$ cat config.mk
export PLATFORM = sky130hd
export DESIGN_NAME = mac_periph
export DESIGN_NICKNAME = d
export VERILOG_FILES = /design/src/rtl/mac_pkg.sv /design/src/rtl/mac_decode.sv /design/src/rtl/mac_operands.sv /design/src/rtl/mac_engine.sv /design/src/rtl/mac_results.sv /design/src/rtl/mac_periph.sv
export SDC_FILE = /design/constraint.sdc
export NUM_CORES = 1
export LEC_CHECK = 0
export CELL_PAD_IN_SITES_DETAIL_PLACEMENT = 2
export CELL_PAD_IN_SITES_GLOBAL_PLACEMENT = 2
export CORE_AREA = 3 3 236 238
export DETAILED_ROUTE_END_ITERATION = 8
export DIE_AREA = 0 0 239 241
export DONT_BUFFER_PORTS = 1
export GPL_TIMING_DRIVEN = 0
export PLACE_DENSITY_LB_ADDON = 0.1
export SKIP_LAST_GASP = 1
export SYNTH_ARGS = -nofsm -noshare
export SYNTH_HDL_FRONTEND = slang
export SYNTH_SLANG_ARGS = --single-unit
$ cat constraint.sdc
create_clock -name clk -period 9 [get_ports clk]
set_input_delay 0.45 -clock clk [delete_from_list [all_inputs] [get_ports clk]]
set_output_delay 0.45 -clock clk [all_outputs]
set_load 0.01 [all_outputs]
$ cat src/rtl/mac_pkg.sv
package mac_pkg;

    localparam int WORD_W = 16;

    typedef enum logic [1:0] {
        M_UMUL = 2'd0,
        M_SMUL = 2'd1,
        M_UACC = 2'd2,
        M_SACC = 2'd3
    } mode_t;

    typedef enum logic [2:0] {
        W_ACCLO = 3'd0,
        W_ACCHI = 3'd1,
        W_EXT   = 3'd2,
        W_OPB   = 3'd3,
        W_UMUL  = 3'd4,
        W_SMUL  = 3'd5,
        W_UACC  = 3'd6,
        W_SACC  = 3'd7
    } word_t;

    typedef struct packed {
        logic  opa;
        logic  opb;
        logic  acc_lo;
        logic  acc_hi;
        mode_t mode;
    } strobe_t;

    function automatic logic is_signed(mode_t m);
        return (m == M_SMUL) || (m == M_SACC);
    endfunction

    function automatic logic is_accum(mode_t m);
        return (m == M_UACC) || (m == M_SACC);
    endfunction

endpackage

$ cat src/rtl/mac_decode.sv
module mac_decode
    import mac_pkg::*;
(
    input  logic          sel,
    input  logic          wr,
    input  logic [2:0]    word,
    output strobe_t       st
);
    always_comb begin
        st      = '0;
        st.mode = M_UMUL;
        if (sel && wr) begin
            case (word_t'(word))
                W_ACCLO: st.acc_lo = 1'b1;
                W_ACCHI: st.acc_hi = 1'b1;
                W_OPB:   st.opb    = 1'b1;
                W_UMUL:  begin st.opa = 1'b1; st.mode = M_UMUL; end
                W_SMUL:  begin st.opa = 1'b1; st.mode = M_SMUL; end
                W_UACC:  begin st.opa = 1'b1; st.mode = M_UACC; end
                W_SACC:  begin st.opa = 1'b1; st.mode = M_SACC; end
                default: ;
            endcase
        end
    end
endmodule

$ cat src/rtl/mac_operands.sv
module mac_operands
    import mac_pkg::*;
#(
    parameter int DATA_W = WORD_W
) (
    input  logic              clk,
    input  logic              rst,
    input  logic              wr_a,
    input  logic              wr_b,
    input  mode_t             wr_mode,
    input  logic              byte_wr,
    input  logic [DATA_W-1:0] wdata,
    output logic [DATA_W-1:0] op_a,
    output logic [DATA_W-1:0] op_b,
    output mode_t             mode
);
    localparam int HALF_W = DATA_W / 2;

    logic [DATA_W-1:0] a_val, b_val;
    logic              a_sx, b_sx;

    assign a_sx = is_signed(wr_mode) & wdata[HALF_W-1];
    assign b_sx = is_signed(mode) & wdata[HALF_W-1];

    assign a_val = byte_wr ? {{HALF_W{a_sx}}, wdata[HALF_W-1:0]} : wdata;
    assign b_val = byte_wr ? {{HALF_W{b_sx}}, wdata[HALF_W-1:0]} : wdata;

    always_ff @(posedge clk) begin
        if (rst) begin
            op_a <= '0;
            op_b <= '0;
            mode <= M_UMUL;
        end else begin
            if (wr_a) begin
                op_a <= a_val;
                mode <= wr_mode;
            end
            if (wr_b) op_b <= b_val;
        end
    end

    // unsigned byte operand B carries a clear upper half
    a_r8_opb_zero_ext: assert property (@(posedge clk) disable iff (rst)
        (wr_b && byte_wr && !is_signed(mode)) |=> (op_b[DATA_W-1:HALF_W] == '0));

    // the latched operation follows the operand-A address
    a_r2_mode_latch: assert property (@(posedge clk) disable iff (rst)
        wr_a |=> (mode == $past(wr_mode)));

    // operand A holds without an operand-A write
    a_r12_opa_hold: assert property (@(posedge clk) disable iff (rst)
        !wr_a |=> $stable(op_a));
endmodule

$ cat src/rtl/mac_engine.sv
module mac_engine
    import mac_pkg::*;
#(
    parameter int DATA_W = WORD_W
) (
    input  logic [DATA_W-1:0]   op_a,
    input  logic [DATA_W-1:0]   op_b,
    input  mode_t               mode,
    input  logic [2*DATA_W-1:0] acc_in,
    output logic [2*DATA_W-1:0] res,
    output logic [DATA_W-1:0]   ext
);
    localparam int PW = 2 * DATA_W;

    logic signed [PW-1:0] sprod;
    logic        [PW-1:0] uprod;
    logic        [PW-1:0] prod;
    logic        [PW:0]   sum;

    assign sprod = $signed({{DATA_W{op_a[DATA_W-1]}}, op_a}) *
                   $signed({{DATA_W{op_b[DATA_W-1]}}, op_b});
    assign uprod = {{DATA_W{1'b0}}, op_a} * {{DATA_W{1'b0}}, op_b};
    assign prod  = is_signed(mode) ? sprod : uprod;
    assign sum   = {1'b0, acc_in} + {1'b0, prod};

    always_comb begin
        res = is_accum(mode) ? sum[PW-1:0] : prod;
        case (mode)
            M_UMUL:  ext = '0;
            M_SMUL:  ext = {DATA_W{prod[PW-1]}};
            M_UACC:  ext = {{(DATA_W-1){1'b0}}, sum[PW]};
            default: ext = {DATA_W{sum[PW-1]}};
        endcase
    end
endmodule

$ cat src/rtl/mac_results.sv
module mac_results
    import mac_pkg::*;
#(
    parameter int DATA_W = WORD_W
) (
    input  logic                clk,
    input  logic                rst,
    input  logic                trig,
    input  logic                wr_lo,
    input  logic                wr_hi,
    input  logic                byte_wr,
    input  logic [DATA_W-1:0]   wdata,
    input  logic [2*DATA_W-1:0] res_in,
    input  logic [DATA_W-1:0]   ext_in,
    input  mode_t               mode,
    output logic [DATA_W-1:0]   acc_lo,
    output logic [DATA_W-1:0]   acc_hi,
    output logic [DATA_W-1:0]   ext
);
    localparam int HALF_W = DATA_W / 2;

    logic [DATA_W-1:0] wval;
    assign wval = byte_wr ? {{HALF_W{1'b0}}, wdata[HALF_W-1:0]} : wdata;

    always_ff @(posedge clk) begin
        if (rst) begin
            acc_lo <= '0;
            acc_hi <= '0;
            ext    <= '0;
        end else if (trig) begin
            acc_lo <= res_in[DATA_W-1:0];
            acc_hi <= res_in[2*DATA_W-1:DATA_W];
            ext    <= ext_in;
        end else begin
            if (wr_lo) acc_lo <= wval;
            if (wr_hi) acc_hi <= wval;
        end
    end

    // unsigned multiply leaves a zero extension word
    a_r4_umul_ext: assert property (@(posedge clk) disable iff (rst)
        (trig && mode == M_UMUL) |=> (ext == '0));

    // signed multiply extension mirrors the product sign
    a_r5_smul_ext: assert property (@(posedge clk) disable iff (rst)
        (trig && mode == M_SMUL) |=>
            ((ext == '0 || ext == '1) && ext[0] == acc_hi[DATA_W-1]));

    // unsigned accumulate extension is a single carry bit
    a_r6_uacc_carry: assert property (@(posedge clk) disable iff (rst)
        (trig && mode == M_UACC) |=> (ext[DATA_W-1:1] == '0));

    // signed accumulate extension mirrors the sum sign
    a_r7_sacc_ext: assert property (@(posedge clk) disable iff (rst)
        (trig && mode == M_SACC) |=>
            ((ext == '0 || ext == '1) && ext[0] == acc_hi[DATA_W-1]));

    // the extension word moves only on an operation
    a_r10_ext_hold: assert property (@(posedge clk) disable iff (rst)
        !trig |=> $stable(ext));

    // result words hold without a trigger or direct write
    a_r12_lo_hold: assert property (@(posedge clk) disable iff (rst)
        (!trig && !wr_lo) |=> $stable(acc_lo));
    a_r12_hi_hold: assert property (@(posedge clk) disable iff (rst)
        (!trig && !wr_hi) |=> $stable(acc_hi));

    // byte preload clears the upper byte
    a_r9_byte_preload: assert property (@(posedge clk) disable iff (rst)
        (!trig && wr_lo && byte_wr) |=> (acc_lo[DATA_W-1:HALF_W] == '0));
endmodule

$ cat src/rtl/mac_periph.sv
module mac_periph
    import mac_pkg::*;
#(
    parameter int DATA_W = WORD_W
) (
    input  logic              clk,
    input  logic              rst,
    input  logic              bus_sel,
    input  logic              bus_wr,
    input  logic              bus_byte,
    input  logic [2:0]        bus_word,
    input  logic [DATA_W-1:0] bus_wdata,
    output logic [DATA_W-1:0] bus_rdata
);
    strobe_t             st;
    mode_t               mode;
    logic [DATA_W-1:0]   op_a, op_b, acc_lo, acc_hi, ext, ext_new;
    logic [2*DATA_W-1:0] res_new;

    mac_decode u_decode (
        .sel  (bus_sel),
        .wr   (bus_wr),
        .word (bus_word),
        .st   (st)
    );

    mac_operands #(.DATA_W(DATA_W)) u_operands (
        .clk     (clk),
        .rst     (rst),
        .wr_a    (st.opa),
        .wr_b    (st.opb),
        .wr_mode (st.mode),
        .byte_wr (bus_byte),
        .wdata   (bus_wdata),
        .op_a    (op_a),
        .op_b    (op_b),
        .mode    (mode)
    );

    // The engine sees the operand-B value being written so the
    // result registers load at the same edge as operand B.
    logic [DATA_W-1:0] b_live;
    localparam int HALF_W = DATA_W / 2;
    assign b_live = !st.opb ? op_b :
                    bus_byte ? {{HALF_W{is_signed(mode) & bus_wdata[HALF_W-1]}},
                                bus_wdata[HALF_W-1:0]} : bus_wdata;

    mac_engine #(.DATA_W(DATA_W)) u_engine (
        .op_a   (op_a),
        .op_b   (b_live),
        .mode   (mode),
        .acc_in ({acc_hi, acc_lo}),
        .res    (res_new),
        .ext    (ext_new)
    );

    mac_results #(.DATA_W(DATA_W)) u_results (
        .clk     (clk),
        .rst     (rst),
        .trig    (st.opb),
        .wr_lo   (st.acc_lo),
        .wr_hi   (st.acc_hi),
        .byte_wr (bus_byte),
        .wdata   (bus_wdata),
        .res_in  (res_new),
        .ext_in  (ext_new),
        .mode    (mode),
        .acc_lo  (acc_lo),
        .acc_hi  (acc_hi),
        .ext     (ext)
    );

    always_comb begin
        bus_rdata = '0;
        if (bus_sel) begin
            case (word_t'(bus_word))
                W_ACCLO: bus_rdata = acc_lo;
                W_ACCHI: bus_rdata = acc_hi;
                W_EXT:   bus_rdata = ext;
                W_OPB:   bus_rdata = op_b;
                default: bus_rdata = op_a;
            endcase
        end
    end

    // an idle bus reads as zero
    a_r1_idle_zero: assert property (@(posedge clk) disable iff (rst)
        !bus_sel |-> (bus_rdata == '0));
endmodule

After elaboration in Yosys (flattened, before gate mapping) --
Cells that the tools add are included.
Cells by class: multipliers 2, divide/modulo/power cells 0, muxes and demuxes 19, eq/ne operators 12, reduce and logical (&&, ||, !) cells 9, shift operators 0, add/subtract/negate cells 1, $lt $le $gt $ge 0, bitwise operators 2
Operator list (count):
- $mux W16 | 9
- $mul A16 B16 Y32 | 2
- $mux W32 | 2
- $pmux W16 S4 | 1
- $pmux W16 S3 | 1
- $add A32 B32 Y33 | 1
- $eq A3 B3 Y1 const B | 4
- $eq A2 B2 Y1 const B | 3
- $eq A3 B2 Y1 const B | 2
- $mux W6 | 1
- $pmux W2 S3 | 1
- $eq A2 B1 Y1 const B | 2
- $mux W1 | 4
- $reduce_bool A2 Y1 | 2
- $reduce_or A4 Y1 | 1
- $eq A3 B1 Y1 const B | 1
- $logic_not A3 Y1 | 1
- $logic_or A1 B1 Y1 | 3
- $and A1 B1 Y1 | 2
- $logic_not A2 Y1 | 1
- $logic_and A1 B1 Y1 | 1
Storage, ports and cells: logic and storage cells 51, output and inout port bits 16, input port bits 24, bits in writable memories 0, latch bits 0, register bits after elaboration 82, bits in read-only memories 0, memories 0

Longest topological paths before layout --
Gate-level depths: netlist of the first run.
depth in word-level cells 10, mapped depth 42, mapped depth without buffers 39

By module --
From an unflattened synthesis of the first run, not the netlist that was laid out.
Second synthesis, totals: cells, all modules 2423, area, all modules 21344.2 um^2
Modules (own cells, without submodules):
- mac_engine | area each 16809.9 um^2, times used 1, cells an instance 1942, seq. area each 0.0 um^2
- mac_results | area each 2240.9 um^2, times used 1, cells an instance 207, seq. area each 960.9 um^2
- mac_operands | area each 1306.3 um^2, times used 1, cells an instance 123, seq. area each 680.7 um^2
- mac_periph | area each 933.4 um^2, times used 1, cells an instance 143, seq. area each 0.0 um^2
- mac_decode | area each 53.8 um^2, times used 1, cells an instance 8, seq. area each 0.0 um^2

Worst setup path before layout of the first run --
No wires, ideal clock.
kind input -> register, from input port bus_wr, to register u_results.acc_hi[13], slack 59 ps, data required time 8925 ps, arrival time 8867 ps, library setup time 75 ps, stages on the path 40, path buffers 2, cell sequence nand2_1 > nor2_1 > nand2_2 > nor2_1 > clkbuf_1 > nand2_1 > nand2_1 > clkbuf_1 > nand2_1 > fa_1 > inv_1 > fa_1 > fa_1 > inv_1 > fa_1 > inv_1 > fa_1 > inv_1 > (+4 left out) > o21ai_0 > a21o_2 > a221o_1 > a21o_1 > a21oi_1 > xor2_1 > mux2i_1 > ha_1 > and3_1 > and2_1 > nand2_1 > nand3_1 > o2111a_1 > nor2_2 > a21oi_1 > xnor2_1 > a2111o_1 > o22ai_1
Between the ends: cells in the longest elaborated chain, start to end 8, elaborated cells on any way between the ends 10, those cells by class 1 x add/sub; 2 x mul; 5 x mux; 2 x reduce/logical
RTL lines:
- from (decl) | RTL line mac_periph.sv:9 | input logic bus_wr,
- $logic_and A1 B1 Y1 * | RTL line mac_decode.sv:12 | if (sel && wr) begin
- $mux W6 * | RTL line mac_decode.sv:12
- $mux W16
- $mul A16 B16 Y32 (on tied branches) | RTL line mac_engine.sv:22, mac_engine.sv:20
- $mux W32 | RTL line mac_engine.sv:23 | assign prod = is_signed(mode) ? sprod : uprod;
- $add A32 B32 Y33 | RTL line mac_engine.sv:24 | assign sum = {1'b0, acc_in} + {1'b0, prod};
- $mux W32 | RTL line mac_engine.sv:27 | res = is_accum(mode) ? sum[PW-1:0] : prod;
- $mux W16 | RTL line mac_results.sv:30 | end else if (trig) begin
- to (signal assigned) | RTL line mac_results.sv:32 | acc_hi <= res_in[2*DATA_W-1:DATA_W];
- to (signal assigned) | RTL line mac_results.sv:36 | if (wr_hi) acc_hi <= wval;
- to (decl) | RTL line mac_results.sv:17 | output logic [DATA_W-1:0] acc_hi,
Mark *: on every way between the ends. The rest lies on a longest branch, timed or not. A chain may end at the register's enable or synchronous reset.

Final worst setup path of the first run --
from input port bus_wr, to register u_results.acc_hi[6]
The elaborated chain is that of the path after synthesis.

==> results.cfg, run 1 <==
[critical_path]
arrival_ps = 9160
r2r-start = u_operands.mode[0]$_SDFFE_PP0P_
cp.required_ps = 9250
startpoint_type = input port
path_max_fanout = 8
worstSetupPathType = in2reg
reg2reg_depth = 39
timing.rr.end = u_results.acc_hi[6]$_SDFFE_PP0P_
cp_slowest_cell = fa_2
r2r_slack_ps = 130
critical-path-max-stage-delay_ps = 630
cp-end-kind = flip-flop

[synth]
ys_seq_area_share_pct = 6.69
yosysTopAreaCell = fa_1
ys_ff_latch = 68
syn_area_um2 = 20300
synth.top_cell.area_share_pct = 35.7
synth_edf_count = 0
synth_cell_types = 92
ys_warn_count = 0
synth_area_leaders = fa_1, ha_1, inv_1, dfxtp_1, nand2_1
syn_nets = 2969
netlist_instances = 2390
synthArstFlopShare_pct = 0
postSynthAreaPerCell_um2 = 8.51
synth_flop_cell = dfxtp_1

[global_route]
grt_overflow = 0
grt_use_total_pct = 30.0
antenna_found_initial = 5
grt_pass1_vias = 20136
grt_pass1_wl_um = 129000
grt_max_degree = 13

[timing]
holdWs_ps = 235
slew_violations = 0
relSlewSlack_pct = 20.9
finalHoldViolCount = 0
max_freq_mhz = 112
fin_skew_ps = 11.8
fin_crit_sh_pct = 98.9
fin_crit_ps = 8900
tightestPinTransition_ps = 1180
setup_violations = 0

[finish]
fin_area_um2 = 24000
final_cell_count_no_fill = 3215
area_growth_pct = 17.8
nNetsFinal = 3089
drive_gt1_share_pct = 17.6

[worst_hold_path]
hold_start = bus_wdata[6]
hold_path.class = in2reg
min_to = u_operands.op_a[6]$_SDFFE_PP0P_
hold_path_depth = 2

[route]
routedWlPerCell_um = 27.3
ant_nets = 0
drt_iter0_markers = 1271
wirelength_um = 87700
via_per_inst = 5.60
drt_first_pass_iters = 6
drc = 0
num_vias = 18006

[clock_tree]
cts.sinks = 68
cts_tree = built
clk_pin_slew_worst_paths_ps = 60
clockBufferDepth = 2
cts_max_level = 3
cts_root_buf = clkbuf_16
clkLatencyLatePin_ps = 360
cts_made_buffers = 9

[placed_design]
dp.cells = 3088
place.gp.congestion = 0.918
port_buffers = 0
dp_hpwl_um = 68600
dpl-instance-area_um2 = 21200

[die]
start_util_pct = 37.8
die_h_um = 241
io_pins = 40
die_w_um = 239
die_area_um2 = 57600
fp-row-count = 85
fp.coreArea_um2 = 53800

[power]
power.density_nw_per_um2 = 40.8
leakagePower_nw = 11.6
ir_drop_uv = 69.7

[outcome]
status = finished, final reports clean

[run]
maxCapViolations = 0
-- layout make-up --
| cell class | instances | area (um^2) |
|---|---|---|
| antenna | 4 | 10.0 |
| buffer | 87 | 682 |
| clock buffer | 10 | 239 |
| clock inverter | 6 | 63.8 |
| fill | 5913 | 29800 |
| inverter | 487 | 1840 |
| multi-input combinational | 1731 | 17700 |
| sequential | 68 | 1380 |
| tap | 696 | 871 |
| timing repair buffer | 126 | 1170 |
-- logic make-up (layout without fill, tap and decap cells) --
| family | count (synthesis) | in the layout | share of synthesized area (%) |
|---|---|---|---|
| DFF | 68 | 68 | 6.69 |
| AOI/OAI and AO/OA | 425 | 425 | 14.3 |
| other | 0 | 4 | 0 |
| adders and majority gates | 555 | 555 | 47.5 |
| and+or+nand+nor | 639 | 639 | 15.0 |
| xor gates and xnor gates | 83 | 83 | 3.57 |
| muxes | 29 | 29 | 1.64 |
| buffers and inverters | 591 | 716 | 11.3 |
-- worst max-delay path, delay by kind of cell --
kind,cells,cell delay [ps]
xor+xnor,2,500
simple gates,9,910
buf+inv,9,1120
compound gates,13,2430
fa+ha+maj,8,3710
-- power breakdown --
part	internal [W]	total [W]	switching [W]
combinational	0.0000950	0.000270	0.000175
sequential	0.000309	0.000329	0.0000205
clock	0.000222	0.000380	0.000158
total	0.000625	0.000979	0.000354
-- synth_stat cells, types with 9 or more instances --
| cell type | instances |
|---|---|
| inv_1 | 487 |
| fa_1 | 363 |
| nand2_1 | 279 |
| ha_1 | 192 |
| and2_1 | 140 |
| a21oi_1 | 108 |
| nor2_1 | 104 |
| clkbuf_1 | 82 |
| o21ai_0 | 77 |
| dfxtp_1 | 68 |
| xnor2_1 | 54 |
| a21o_1 | 46 |
| xor2_1 | 29 |
| nor2b_1 | 23 |
| a221oi_1 | 22 |
| nor3_1 | 21 |
| o21a_1 | 21 |
| a211oi_1 | 20 |
| mux2_2 | 18 |
| nand3_1 | 17 |
| o21ai_1 | 13 |
| a31oi_1 | 11 |
| buf_1 | 11 |
| o211ai_1 | 10 |
| and3_1 | 9 |
| o21bai_1 | 9 |
| or3_1 | 9 |
-- worst max path at each step --
| stage | start | to | slack, ps | depth (start not counted) |
|---|---|---|---|---|
| 3_3_place_gp | bus_wr | u_results.ext[0]$_SDFFE_PP0N_ | -3290 | 37 |
| 2_1_floorplan | bus_wr | u_results.acc_hi[13]$_SDFFE_PP0P_ | 60 | 40 |
| 3_5_place_dp | bus_wr | u_results.ext[0]$_SDFFE_PP0N_ | -3170 | 38 |
| 4_1_cts | bus_wr | u_results.ext[0]$_SDFFE_PP0N_ | 4 | 38 |
| 6_report | bus_wr | u_results.acc_hi[6]$_SDFFE_PP0P_ | 100 | 41 |
| 5_1_grt | bus_wr | u_results.ext[0]$_SDFFE_PP0N_ | -160 | 41 |
-- through the flow --
step / utilization (%) / TNS (ps) / total power [W] / worst slack (ps)
2_1_floorplan: - / 0 / 0.000457 / 58.6
3_3_place_gp: 39.4 / -59370 / 0.000546 / -3290
3_5_place_dp: 39.5 / -51990 / 0.000553 / -3170
4_1_cts: 42.5 / 0 / 0.000949 / 4.05
5_1_grt: 44.5 / -763 / 0.00101 / -164
6_report: 44.6 / 0 / 0.000979 / 97.2
-- routing by layer --
layer	wire length, um	share of wire, %	global-route usage [%]
met1	36800	42	39.7
met2	42900	49	53.2
met3	4410	5.0	2.59
met4	3670	4.2	7.62
met5	12	0.014	0
-- flip-flops by register name, summed over array words and instances, names as in the netlist --
name              count
u_operands.op_b      16
u_operands.op_a      16
u_results.ext         2
u_results.acc_hi     16
u_results.acc_lo     16
u_operands.mode       2
-- placed cells by master, fill, tap and decap left out, types with 36 or more instances in the layout --
cell type / instances
a21o_1: 46
a21oi_1: 94
and2_1: 132
buf_4: 102
clkbuf_1: 36
dfxtp_1: 56
fa_1: 339
ha_1: 164
inv_1: 466
nand2_1: 254
nor2_1: 96
o21ai_0: 59
xnor2_1: 51
-- timing repair --
item,4_1_cts,5_1_grt
gates cloned,1,0
setup endpoints to repair,23,15
hold buffers,0,0
pin swaps,51,114
resized for setup,206,191
buffers inserted,56,68
(Power assumes the default switching activity.)
==> inputs of run 2 (changes only) <==
--- a/config.mk
+++ b/config.mk
@@ -7,9 +7,9 @@
 export LEC_CHECK = 0
 export CELL_PAD_IN_SITES_DETAIL_PLACEMENT = 2
 export CELL_PAD_IN_SITES_GLOBAL_PLACEMENT = 2
-export CORE_AREA = 3 3 236 238
+export CORE_AREA = 3 3 225 227
 export DETAILED_ROUTE_END_ITERATION = 8
-export DIE_AREA = 0 0 239 241
+export DIE_AREA = 0 0 228 230
 export DONT_BUFFER_PORTS = 1
 export GPL_TIMING_DRIVEN = 0
 export PLACE_DENSITY_LB_ADDON = 0.1
==> constraint.sdc (replaced) <==
create_clock -name clk -period 10.05 [get_ports clk]
set_input_delay 0.5025 -clock clk [delete_from_list [all_inputs] [get_ports clk]]
set_output_delay 0.5025 -clock clk [all_outputs]
set_load 0.01 [all_outputs]
==> run 2 against run 1 <==
- global-route usage increased by 1.6 points
- clock skew decreased by 0.86 ps
- utilization increased by 0.58 points
- hold slack improved by 56 ps
- clock-buffer cell count increased by 1
- die area decreased by 9.0%
- total power decreased by 8.0%
- final cell count decreased by 4.0%
- non-clock buffer count decreased by 94
- worst setup slack improved by 110 ps
- critical path type is now reg2reg
- highest routed layer unchanged
==> results.cfg, run 2 (synthesized netlist as in run 1, its figures left out) <==
[outcome]
status = finished, final reports clean

[power]
leakagePower_nw = 11.0
swShare_pct = 33.7
p_seq_share_pct = 32.1
power.density_nw_per_um2 = 40.9
ir_drop_uv = 84.1
p_total_w = 0.000901
pwr-share-comb_pct = 23.5
power.switching_w = 0.000303
clockPowerShare_pct = 44.4
internal_power_w = 0.000598

[worst_hold_path]
hold_start = bus_wdata[2]
hold_path_depth = 2
hold_path.class = in2reg
min_to = u_operands.op_a[2]$_SDFFE_PP0P_

[die]
die_w_um = 228
io_pins = 40
die_area_um2 = 52400
start_util_pct = 41.7
die_h_um = 230
fp.coreArea_um2 = 48800
fp-row-count = 81

[route]
ant_nets = 0
routed.top_layer = met5
drc = 0
wirelength_um = 83100
wirelength_met1_um = 35000
wl_met3_um = 3780
via_per_inst = 5.69
drt_iter0_markers = 1159
num_vias = 17545
drt_first_pass_iters = 5
wl_met2_um = 40900
routedWlPerCell_um = 26.9

[timing]
setup_violations = 0
holdWs_ps = 292
fin_crit_ps = 9850
finalHoldViolCount = 0
slew_violations = 0
relSlewSlack_pct = 21.4
max_freq_mhz = 102
fin_skew_ps = 10.9
fin_crit_sh_pct = 98.0
tightestPinTransition_ps = 1170

[critical_path]
worstSetupPathType = reg2reg
r2r-start = u_operands.op_a[12]$_SDFFE_PP0P_
cp_slowest_cell = dfxtp_1
startpoint_type = flip-flop
reg2reg_depth = 32
cp-end-kind = flip-flop
critical-path-max-stage-delay_ps = 980
cp.required_ps = 10310
path_max_fanout = 10
arrival_ps = 10110
timing.rr.end = u_results.ext[0]$_SDFFE_PP0N_
r2r_slack_ps = 200

[finish]
layout_common_cells = inv_1, fa_1, nand2_1
drive_gt1_share_pct = 7.15
fin_area_um2 = 22000
fin_util_pct = 45.1
area_growth_pct = 8.34
fillers = 5435
nNetsFinal = 2995
mostFrequentLayoutCell = inv_1

[placed_design]
place.gp.congestion = 0.909
dpl-instance-area_um2 = 21200
port_buffers = 0
dp_hpwl_um = 69000

[clock_tree]
cts_tree = built
cts.hold.buffers_added = 0
cts_root_buf = clkbuf_16
cts_made_buffers = 9
cts.sinks = 68
clk_pin_slew_worst_paths_ps = 60
cts_max_level = 3
clockBufferDepth = 2
clkLatencyLatePin_ps = 360

[global_route]
grt_pass1_wl_um = 125000
grt_overflow = 0
antenna_found_initial = 6
grt_max_degree = 13
grt_pass1_vias = 20211
grt_use_total_pct = 31.7

[run]
maxCapViolations = 0
[run 2: cell count changes in the layout (fill, tap and decap cells not counted), moves of 11 or more]
cell and change:
o21ai_0 +16, inv_2 -19, o21ai_2 -13, nand2_2 -11
nand2_1 +19, ha_1 +26, buf_12 -14, fa_1 +21
clkbuf_1 +13, buf_4 -75, ha_4 -17, fa_2 -21
inv_1 +21
[run 2: how the worst max path moves through the flow]
| stage | startpoint | end | slack, ps | depth (start not counted) |
|---|---|---|---|---|
| 3_3_place_gp | bus_wr | u_results.ext[0]$_SDFFE_PP0N_ | -2080 | 37 |
| 5_1_grt | u_operands.op_a[14]$_SDFFE_PP0P_ | u_results.ext[0]$_SDFFE_PP0N_ | -100 | 33 |
| 3_5_place_dp | bus_wr | u_results.ext[0]$_SDFFE_PP0N_ | -2200 | 40 |
| 6_report | u_operands.op_a[12]$_SDFFE_PP0P_ | u_results.ext[0]$_SDFFE_PP0N_ | 200 | 32 |
| 4_1_cts | u_operands.op_a[10]$_SDFFE_PP0P_ | u_results.ext[0]$_SDFFE_PP0N_ | 8 | 32 |
| 2_1_floorplan | bus_wr | u_results.acc_hi[13]$_SDFFE_PP0P_ | 1060 | 40 |
[run 2: what timing repair did]
| item | 4_1_cts | 5_1_grt |
|---|---|---|
| setup buffers | 4 | 17 |
| cloned | 0 | 0 |
| pin swaps | 4 | 11 |
| setup endpoints to repair | 20 | 12 |
| resized for setup | 71 | 54 |
[run 2: power groups by stage]
stage	clock network, W	logic [W]	registers, W
2_1_floorplan	0	0.000124	0.000285
3_3_place_gp	0	0.000198	0.000288
3_5_place_dp	0	0.000205	0.000289
4_1_cts	0.000394	0.000209	0.000286
5_1_grt	0.000403	0.000227	0.000289
6_report	0.000400	0.000212	0.000289
[run 2: layout make-up]
class                           count  area, um^2  share of cell area [%]
Antenna cell                        1        2.50                  0.0114
Buffer                             97         536                    2.43
Clock buffer                       11         253                    1.15
Clock inverter                      5         108                   0.488
Inverter                          487        1830                    8.29
Multi-Input combinational cell   1731       16900                    76.9
Sequential cell                    68        1360                    6.19
Tap cell                          664         831                    3.77
Timing Repair Buffer               22         178                   0.806
[run 2: through the flow]
| step | setup TNS [ps] | setup slack (ps) | std cells |
|---|---|---|---|
| after floorplan | 0 | 1060 | 2390 |
| after global placement | -29880 | -2080 | 3054 |
| after detailed placement | -30000 | -2200 | 3055 |
| after CTS | 0 | 8.22 | 3071 |
| after global routing | -191 | -96.9 | 3085 |
| final | 0 | 202 | 3086 |
[run 2: per-layer routing]
| layer | track usage [%] | up-vias |
|---|---|---|
| li1 | - | 7614 |
| met2 | 56.1 | 480 |
| met5 | 0 | - |
| met4 | 10.9 | 2 |
| met1 | 40.3 | 9284 |
| met3 | 3.26 | 165 |
[run 2: worst max-delay path, delay by kind of cell (launching register included)]
family	cells	cell delay, ps
AOI/OAI and AO/OA	11	2630
xor gates and xnor gates	1	260
adders and majority gates	8	3940
buffers and inverters	6	820
DFF	1	980
muxes	2	540
and+or+nand+nor	4	560
